$ cat src/rtl/abus_pkg.sv
package abus_pkg;
  localparam logic [31:0] CFG_RESET = 32'h3FFF_FFF2;
  localparam logic [31:0] CFG_MASK  = 32'h7FFF_FFF3;

  typedef struct packed {
    logic       rsv_hi;
    logic       wait_en;
    logic [3:0] wr_setup;
    logic [5:0] wr_strobe;
    logic [2:0] wr_hold;
    logic [3:0] rd_setup;
    logic [5:0] rd_strobe;
    logic [2:0] rd_hold;
    logic [1:0] rsv_lo;
    logic [1:0] bus_size;
  } bank_cfg_t;

  typedef enum logic [1:0] {
    PH_IDLE   = 2'd0,
    PH_SETUP  = 2'd1,
    PH_STROBE = 2'd2,
    PH_HOLD   = 2'd3
  } phase_e;

  // 0: byte lanes, 1: half-word lanes, 2: full word
  function automatic logic [1:0] width_code(input logic [1:0] sz);
    return sz[1] ? 2'd2 : (sz[0] ? 2'd1 : 2'd0);
  endfunction

  function automatic logic [5:0] phase_len(input bank_cfg_t c, input logic wr,
                                           input phase_e p);
    logic [5:0] v;
    case (p)
      PH_SETUP:  v = wr ? {2'b00, c.wr_setup} : {2'b00, c.rd_setup};
      PH_STROBE: v = wr ? c.wr_strobe : c.rd_strobe;
      PH_HOLD:   v = wr ? {3'b000, c.wr_hold} : {3'b000, c.rd_hold};
      default:   v = '0;
    endcase
    return v;
  endfunction
endpackage

$ cat src/rtl/abus_cfg_regs.sv
module abus_cfg_regs #(
  parameter int NBANK = 4,
  parameter int BW    = $clog2(NBANK)
) (
  input  logic                    clk,
  input  logic                    rst,
  input  logic                    we,
  input  logic [BW-1:0]           sel,
  input  logic [31:0]             wdata,
  output logic [31:0]             rdata,
  output logic [NBANK-1:0][31:0]  cfg_all
);
  import abus_pkg::*;

  for (genvar b = 0; b < NBANK; b++) begin : g_bank
    always_ff @(posedge clk) begin
      if (rst)
        cfg_all[b] <= CFG_RESET;
      else if (we && sel == BW'(b))
        cfg_all[b] <= wdata & CFG_MASK;
    end
  end

  assign rdata = cfg_all[sel];
endmodule

$ cat src/rtl/abus_sync2.sv
module abus_sync2 #(
  parameter logic RST_VAL = 1'b1
) (
  input  logic clk,
  input  logic rst,
  input  logic d,
  output logic q
);
  logic s1;

  always_ff @(posedge clk) begin
    if (rst) begin
      s1 <= RST_VAL;
      q  <= RST_VAL;
    end else begin
      s1 <= d;
      q  <= s1;
    end
  end
endmodule

$ cat src/rtl/abus_seq.sv
module abus_seq #(
  parameter int NBANK = 4,
  parameter int AW    = 24,
  parameter int BW    = $clog2(NBANK)
) (
  input  logic                   clk,
  input  logic                   rst,
  input  logic [NBANK-1:0][31:0] cfg_all,
  input  logic                   req_valid,
  input  logic                   req_write,
  input  logic [BW-1:0]          req_bank,
  input  logic [AW-1:0]          req_addr,
  input  logic [31:0]            req_wdata,
  output logic                   req_ready,
  output logic                   done,
  output logic [31:0]            rdata,
  input  logic                   rdy_sync_n,
  input  logic [31:0]            din,
  output logic [NBANK-1:0]       cs_n,
  output logic                   rd_n,
  output logic                   wr_n,
  output logic [AW-1:0]          addr,
  output logic [31:0]            dout,
  output logic                   doe
);
  import abus_pkg::*;

  phase_e        state, st_n;
  logic [5:0]    cnt, cnt_n;
  logic [1:0]    beat, beat_n;
  logic          is_wr;
  logic [BW-1:0] bank;
  logic [AW-1:0] base;
  logic [31:0]   wbuf, rbuf;
  logic          fin, cap;

  // values that the next state will present on the pins
  logic          wr_sel_n;
  logic [BW-1:0] bank_n;
  logic [AW-1:0] base_n;
  logic [31:0]   wd_n;
  bank_cfg_t     cfg_cur, cfg_nx;
  logic [1:0]    wc_cur, wc_nx, last_beat;

  assign cfg_cur   = bank_cfg_t'(cfg_all[bank]);
  assign wc_cur    = width_code(cfg_cur.bus_size);
  assign last_beat = (wc_cur == 2'd2) ? 2'd0 : ((wc_cur == 2'd1) ? 2'd1 : 2'd3);
  assign req_ready = (state == PH_IDLE);

  always_comb begin
    st_n   = state;
    cnt_n  = cnt;
    beat_n = beat;
    fin    = 1'b0;
    cap    = 1'b0;
    case (state)
      PH_IDLE: begin
        beat_n = '0;
        if (req_valid) begin
          st_n  = PH_SETUP;
          cnt_n = phase_len(bank_cfg_t'(cfg_all[req_bank]), req_write, PH_SETUP);
        end
      end
      PH_SETUP: begin
        if (cnt != '0) cnt_n = cnt - 6'd1;
        else begin
          st_n  = PH_STROBE;
          cnt_n = phase_len(cfg_cur, is_wr, PH_STROBE);
        end
      end
      PH_STROBE: begin
        if (cnt != '0) cnt_n = cnt - 6'd1;
        else if (!cfg_cur.wait_en || !rdy_sync_n) begin
          st_n  = PH_HOLD;
          cnt_n = phase_len(cfg_cur, is_wr, PH_HOLD);
          cap   = 1'b1;
        end
      end
      default: begin
        if (cnt != '0) cnt_n = cnt - 6'd1;
        else if (beat != last_beat) begin
          st_n   = PH_SETUP;
          beat_n = beat + 2'd1;
          cnt_n  = phase_len(cfg_cur, is_wr, PH_SETUP);
        end else begin
          st_n = PH_IDLE;
          fin  = 1'b1;
        end
      end
    endcase
  end

  always_comb begin
    if (state == PH_IDLE) begin
      bank_n   = req_bank;
      wr_sel_n = req_write;
      base_n   = req_addr;
      wd_n     = req_wdata;
    end else begin
      bank_n   = bank;
      wr_sel_n = is_wr;
      base_n   = base;
      wd_n     = wbuf;
    end
    cfg_nx = bank_cfg_t'(cfg_all[bank_n]);
    wc_nx  = width_code(cfg_nx.bus_size);
  end

  always_ff @(posedge clk) begin
    if (rst) begin
      state <= PH_IDLE;
      cnt   <= '0;
      beat  <= '0;
      is_wr <= 1'b0;
      bank  <= '0;
      base  <= '0;
      wbuf  <= '0;
      rbuf  <= '0;
      done  <= 1'b0;
      rdata <= '0;
      cs_n  <= '1;
      rd_n  <= 1'b1;
      wr_n  <= 1'b1;
      addr  <= '0;
      dout  <= '0;
      doe   <= 1'b0;
    end else begin
      state <= st_n;
      cnt   <= cnt_n;
      beat  <= beat_n;
      if (state == PH_IDLE && req_valid) begin
        is_wr <= req_write;
        bank  <= req_bank;
        base  <= req_addr;
        wbuf  <= req_wdata;
      end
      if (cap) begin
        case (wc_cur)
          2'd0:    rbuf[{beat, 3'b000} +: 8]     <= din[7:0];
          2'd1:    rbuf[{beat[0], 4'b0000} +: 16] <= din[15:0];
          default: rbuf <= din;
        endcase
      end
      done <= fin;
      if (fin && !is_wr) rdata <= rbuf;
      // pin registers follow the next state
      cs_n <= '1;
      if (st_n != PH_IDLE) cs_n[bank_n] <= 1'b0;
      rd_n <= !(st_n == PH_STROBE && !wr_sel_n);
      wr_n <= !(st_n == PH_STROBE && wr_sel_n);
      doe  <= (st_n != PH_IDLE) && wr_sel_n;
      addr <= base_n + (AW'(beat_n) << wc_nx);
      case (wc_nx)
        2'd0:    dout <= {24'h0, wd_n[{beat_n, 3'b000} +: 8]};
        2'd1:    dout <= {16'h0, wd_n[{beat_n[0], 4'b0000} +: 16]};
        default: dout <= wd_n;
      endcase
    end
  end
endmodule

$ cat src/rtl/async_bus_ctrl.sv
module async_bus_ctrl #(
  parameter int NBANK = 4,
  parameter int AW    = 24,
  parameter int BW    = $clog2(NBANK)
) (
  input  logic             clk,
  input  logic             rst,
  input  logic             cfg_we,
  input  logic [BW-1:0]    cfg_sel,
  input  logic [31:0]      cfg_wdata,
  output logic [31:0]      cfg_rdata,
  input  logic             req_valid,
  input  logic             req_write,
  input  logic [BW-1:0]    req_bank,
  input  logic [AW-1:0]    req_addr,
  input  logic [31:0]      req_wdata,
  output logic             req_ready,
  output logic             done,
  output logic [31:0]      rdata,
  output logic [NBANK-1:0] ext_cs_n,
  output logic             ext_rd_n,
  output logic             ext_wr_n,
  output logic [AW-1:0]    ext_addr,
  output logic [31:0]      ext_dout,
  output logic             ext_doe,
  input  logic [31:0]      ext_din,
  input  logic             ext_rdy_n
);
  logic [NBANK-1:0][31:0] cfg_all;
  logic                   rdy_sync_n;

  abus_cfg_regs #(.NBANK(NBANK), .BW(BW)) u_regs (
    .clk(clk), .rst(rst), .we(cfg_we), .sel(cfg_sel), .wdata(cfg_wdata),
    .rdata(cfg_rdata), .cfg_all(cfg_all)
  );

  abus_sync2 #(.RST_VAL(1'b1)) u_rdy (
    .clk(clk), .rst(rst), .d(ext_rdy_n), .q(rdy_sync_n)
  );

  abus_seq #(.NBANK(NBANK), .AW(AW), .BW(BW)) u_seq (
    .clk(clk), .rst(rst), .cfg_all(cfg_all),
    .req_valid(req_valid), .req_write(req_write), .req_bank(req_bank),
    .req_addr(req_addr), .req_wdata(req_wdata), .req_ready(req_ready),
    .done(done), .rdata(rdata), .rdy_sync_n(rdy_sync_n), .din(ext_din),
    .cs_n(ext_cs_n), .rd_n(ext_rd_n), .wr_n(ext_wr_n), .addr(ext_addr),
    .dout(ext_dout), .doe(ext_doe)
  );
endmodule

$ cat config.mk
export PLATFORM = sky130hd
export DESIGN_NAME = async_bus_ctrl
export DESIGN_NICKNAME = d
export VERILOG_FILES = /design/src/rtl/abus_pkg.sv /design/src/rtl/abus_cfg_regs.sv /design/src/rtl/abus_sync2.sv /design/src/rtl/abus_seq.sv /design/src/rtl/async_bus_ctrl.sv
export SDC_FILE = /design/constraint.sdc
export NUM_CORES = 1
export LEC_CHECK = 0
export BUFFER_PORTS_ARGS = -buffer_cell sky130_fd_sc_hd__buf_2
export CAP_MARGIN = 5
export CORE_UTILIZATION = 50
export DETAILED_ROUTE_END_ITERATION = 10
export HOLD_SLACK_MARGIN = 0.05
export PLACE_DENSITY = 0.76
export SLEW_MARGIN = 40
export SYNTH_ARGS = -nofsm -noshare
export SYNTH_HDL_FRONTEND = slang
export SYNTH_SLANG_ARGS = --single-unit
$ cat constraint.sdc
create_clock -name clk -period 13.65 [get_ports clk]
set_clock_uncertainty 0.2 [all_clocks]
set_input_delay 2.0475 -clock clk [delete_from_list [all_inputs] [get_ports clk]]
set_output_delay 2.0475 -clock clk [all_outputs]
set_load 0.01 [all_outputs]
==> results.toml <==
[finish]
instances_no_fill = 2348
fillers = 2546
layout_common_cells = "474 x nand2_1, 312 x dfxtp_1, 250 x buf_2"
layout-drive-gt1-share_pct = 23.16
nNetsFinal = 2074
areaGrowthSynthToFinish_pct = 17.77
final_common_cell = "nand2_1"
layout.area.seq_um2 = 6310
multi_input_area_um2 = 8242

[floorplanning]
core_box_area_um2 = 29720
floorplan.die_area_um2 = 30910
floorplan.die.height_um = 175.8
dieWidth_um = 175.8
floorplan.io_pins = 259
start_util_pct = 50.82
placement_rows = 63

[min_path]
timing.hold.worst_path_depth = 1
min-delay-path-class = "reg -> reg"
whs_endpoint = "u_rdy.q$_SDFF_PP1_"
timing.hold.worst.start = "u_rdy.s1$_SDFF_PP1_"

[power]
net-switching-power_mw = 0.9651
leakage_nw = 7.370
clockPowerShare_pct = 33.6
pwr_density_cell_nw_per_um2 = 166.4
p_total_mw = 2.959
power_frac_comb_pct = 29.2
p_int_mw = 1.994
vdd_ir_drop_max_mv = 0.09518
sw_share_pct = 32.61
sequentialPowerShare_pct = 37.2

[yosys]
synth.lib_cells_used.distinct = 65
synth-seq-cells = 315
post_synthesis_async_set_or_reset_flop_share_pct = 0
syn-mean-instance-area_um2 = 8.655
yosysWarningCount = 0
synth_enable_flop_cells = 0
proportion_of_synthesized_chip_area_in_sequential_cells_pct = 41.75
netlist_instances = 1745
post_synthesis_instance_area_um2 = 15100
postSynth.topFlopCell = "dfxtp_1"

[worst_setup_path]
r2r_slack_ns = 8.03
cp_max_fo = 11
r2r_end = "u_seq.addr[20]$_SDFF_PP0_"
setup.worst_path.class = "in -> reg"
worstPathCellList = "buf_2 -> mux2i_2 -> mux2_2 -> o21ai_0 -> o211a_1 -> inv_1 -> fa_1 -> nor2b_1 -> o21a_1 -> o21ai_0 -> a211oi_1 -> nand4b_1 -> xnor2_1 -> nor2_1"
critPathTopFamily = "compound AO/OA/AOI/OAI gates"
timing.critical_path.from = "req_bank[1]"
cp-end-kind = "register"
path_buf_inv = 2
crit_path_frequent_cell = "o21ai_0"
r2r.worst_path.cells = 16
start_kind = "primary input"
worstPathRequired_ns = 13.83
crit_path_max_incr_delay_ns = 0.65
timing.critical_path.slowest_stage_cell = "a211oi_1"
r2r_start = "u_seq.bank[1]$_SDFFE_PP0P_"
crit_arrival_ns = 6.27

[clock_tree]
post_cts.resized_instances = 0
worst_setup_hold_path_clk_slew_ns = 0.06
insertion_delay_ns = 0.52
cts_tree = "built"
cts_sinks = 315
cts-root-buf = "clkbuf_16"
number_of_hold_repair_buffers_added_at_the_cts_stage = 0
clockBufferDepth = 3
cts_setup_buffers = 0
htreeDepth = 2
tritoncts_buffer_count = 36

[route]
drt-vias-per-instance = 5.853
wire_per_inst_um = 18.55
wirelength_mm = 43.54
drtPass1Iterations = 6
drt-initial-drc-count = 1387
final_antenna_net_count = 0
vias = 13740
post-route-drc-count = 0

[timing]
unrepaired_setup_endpoints_after_global_routing = "no"
worst_slew_pin_slew_ns = 0.8015
final_max_slew_viol_count = 0
setup_tns_ns = 0
setup_violations = 0
finalWorstPathRequiredPeriod_ns = 6.093
timing.slew.headroom_pct = 46.57
hold_viol = 0
period_share_pct = 44.64
fmax_ghz = 0.1641

[global_routing]
grt_first_pass_wirelength_mm = 68.26
grt_start_max_net_pins = 103
initial_antenna_violation_count = 8
global_route.overflow_total = 0
grt_use_total_pct = 27.64
grt_pass1_vias = 13000

[place]
gp_congestion = 0.8840
portBuffers = 252
place.detailed.hpwl_mm = 28.67
place.detailed.instances = 2278

[outcome]
run_status = "finished clean"

[flow_run]
drv.max_cap_violation_count = 0
cell usage after synthesis (7+ instances only):
master    instances  area (um2)
buf_2            15       75.07
ha_1             17       212.7
nand3_1         146       730.7
nor2b_1          10       62.56
nor2_1           91       341.6
xor2_1            7       61.31
mux2i_1          85       850.8
nand2_1         475        1783
buf_1            18       67.56
a22o_1           11       96.34
mux4_2           67        1509
or2_2             9       56.30
clkbuf_1         94       352.8
a22oi_1          15       112.6
a222oi_1          9       90.09
inv_1            17       63.81
o21ai_0          26       130.1
nor3_1           10       50.05
a21oi_1         131       655.6
a211oi_1          9       67.56
mux2_2           25       281.5
a32oi_1          10       87.58
o211ai_1         24       180.2
xnor2_1          13       113.9
a221o_1           7       70.07
dfxtp_1         315        6306
cell families (layout without fill, tap and decap cells):
| family | after synthesis | in the layout | synth area share, % |
|---|---|---|---|
| DFF | 315 | 315 | 41.75 |
| adders and majority gates | 18 | 18 | 1.541 |
| muxes | 177 | 177 | 17.49 |
| AOI/OAI and AO/OA | 283 | 283 | 12.12 |
| xor gates and xnor gates | 20 | 20 | 1.160 |
| and+or+nand+nor | 780 | 780 | 21.86 |
| buffers and inverters | 151 | 355 | 4.051 |
| other | 1 | 10 | 0.02483 |
metrics by stage:
step	setup slack (ns)	utilization (%)	hold slack [ns]	instance area, um2
after floorplan	8.015	-	0.1895	15110
after global placement	7.024	55.54	0.2052	16500
after detailed placement	7.141	55.62	0.2042	16530
after CTS	7.653	59.79	0.2199	17770
after global routing	7.260	59.84	0.2406	17780
final	7.557	59.85	0.2139	17790
worst max path at each step:
stage	cells after the start	slack (ns)	endpoint
3_5_place_dp	14	7.14	u_seq.addr[20]$_SDFF_PP0_
6_report	14	7.56	u_seq.addr[20]$_SDFF_PP0_
5_1_grt	14	7.26	u_seq.addr[20]$_SDFF_PP0_
3_3_place_gp	14	7.02	u_seq.addr[20]$_SDFF_PP0_
4_1_cts	14	7.65	u_seq.addr[20]$_SDFF_PP0_
2_1_floorplan	3	8.02	cfg_rdata[10]
routing by layer:
layer	vias up	part of all wire, %	global-route usage (%)	wire length [um]
met3	114	9.0	5.823	3936
met1	6500	41	35.66	17690
met2	636	46	44.63	20240
met5	-	0.051	0	22
met4	4	3.8	11.96	1653
li1	6489	-	-	-
power groups by stage:
stage          clock network (mW)  registers [mW]  logic [mW]
2_1_floorplan                   0            1.12       0.600
3_3_place_gp                    0            1.11       0.839
3_5_place_dp                    0            1.12       0.856
4_1_cts                      1.01            1.10       0.862
5_1_grt                      1.05            1.11       0.946
6_report                    0.994            1.10       0.864
state kept, by name (all words and copies together) (netlist names):
name and cells:
u_seq.done 1, u_regs.cfg_all 116, u_seq.addr 24, u_seq.cnt 6, u_rdy.s1 1, u_seq.is_wr 1
u_seq.state 2, u_seq.wr_n 1, u_seq.rd_n 1, u_seq.rbuf 32, u_rdy.q 1, u_seq.dout 32
u_seq.beat 2, u_seq.wbuf 32, u_seq.cs_n 4, u_seq.bank 2, u_seq.rdata 32, u_seq.doe 1
u_seq.base 24
final cells by class:
class	count	area share, %
antenna	6	0.08441
clock buffer	52	6.148
inverter	19	0.4080
multi-input combinational	1282	46.33
sequential	315	35.47
tap	390	2.743
timing repair buffer	272	7.984
clock inverter	12	0.8230
Note: power is estimated with default switching activity, not from simulation.
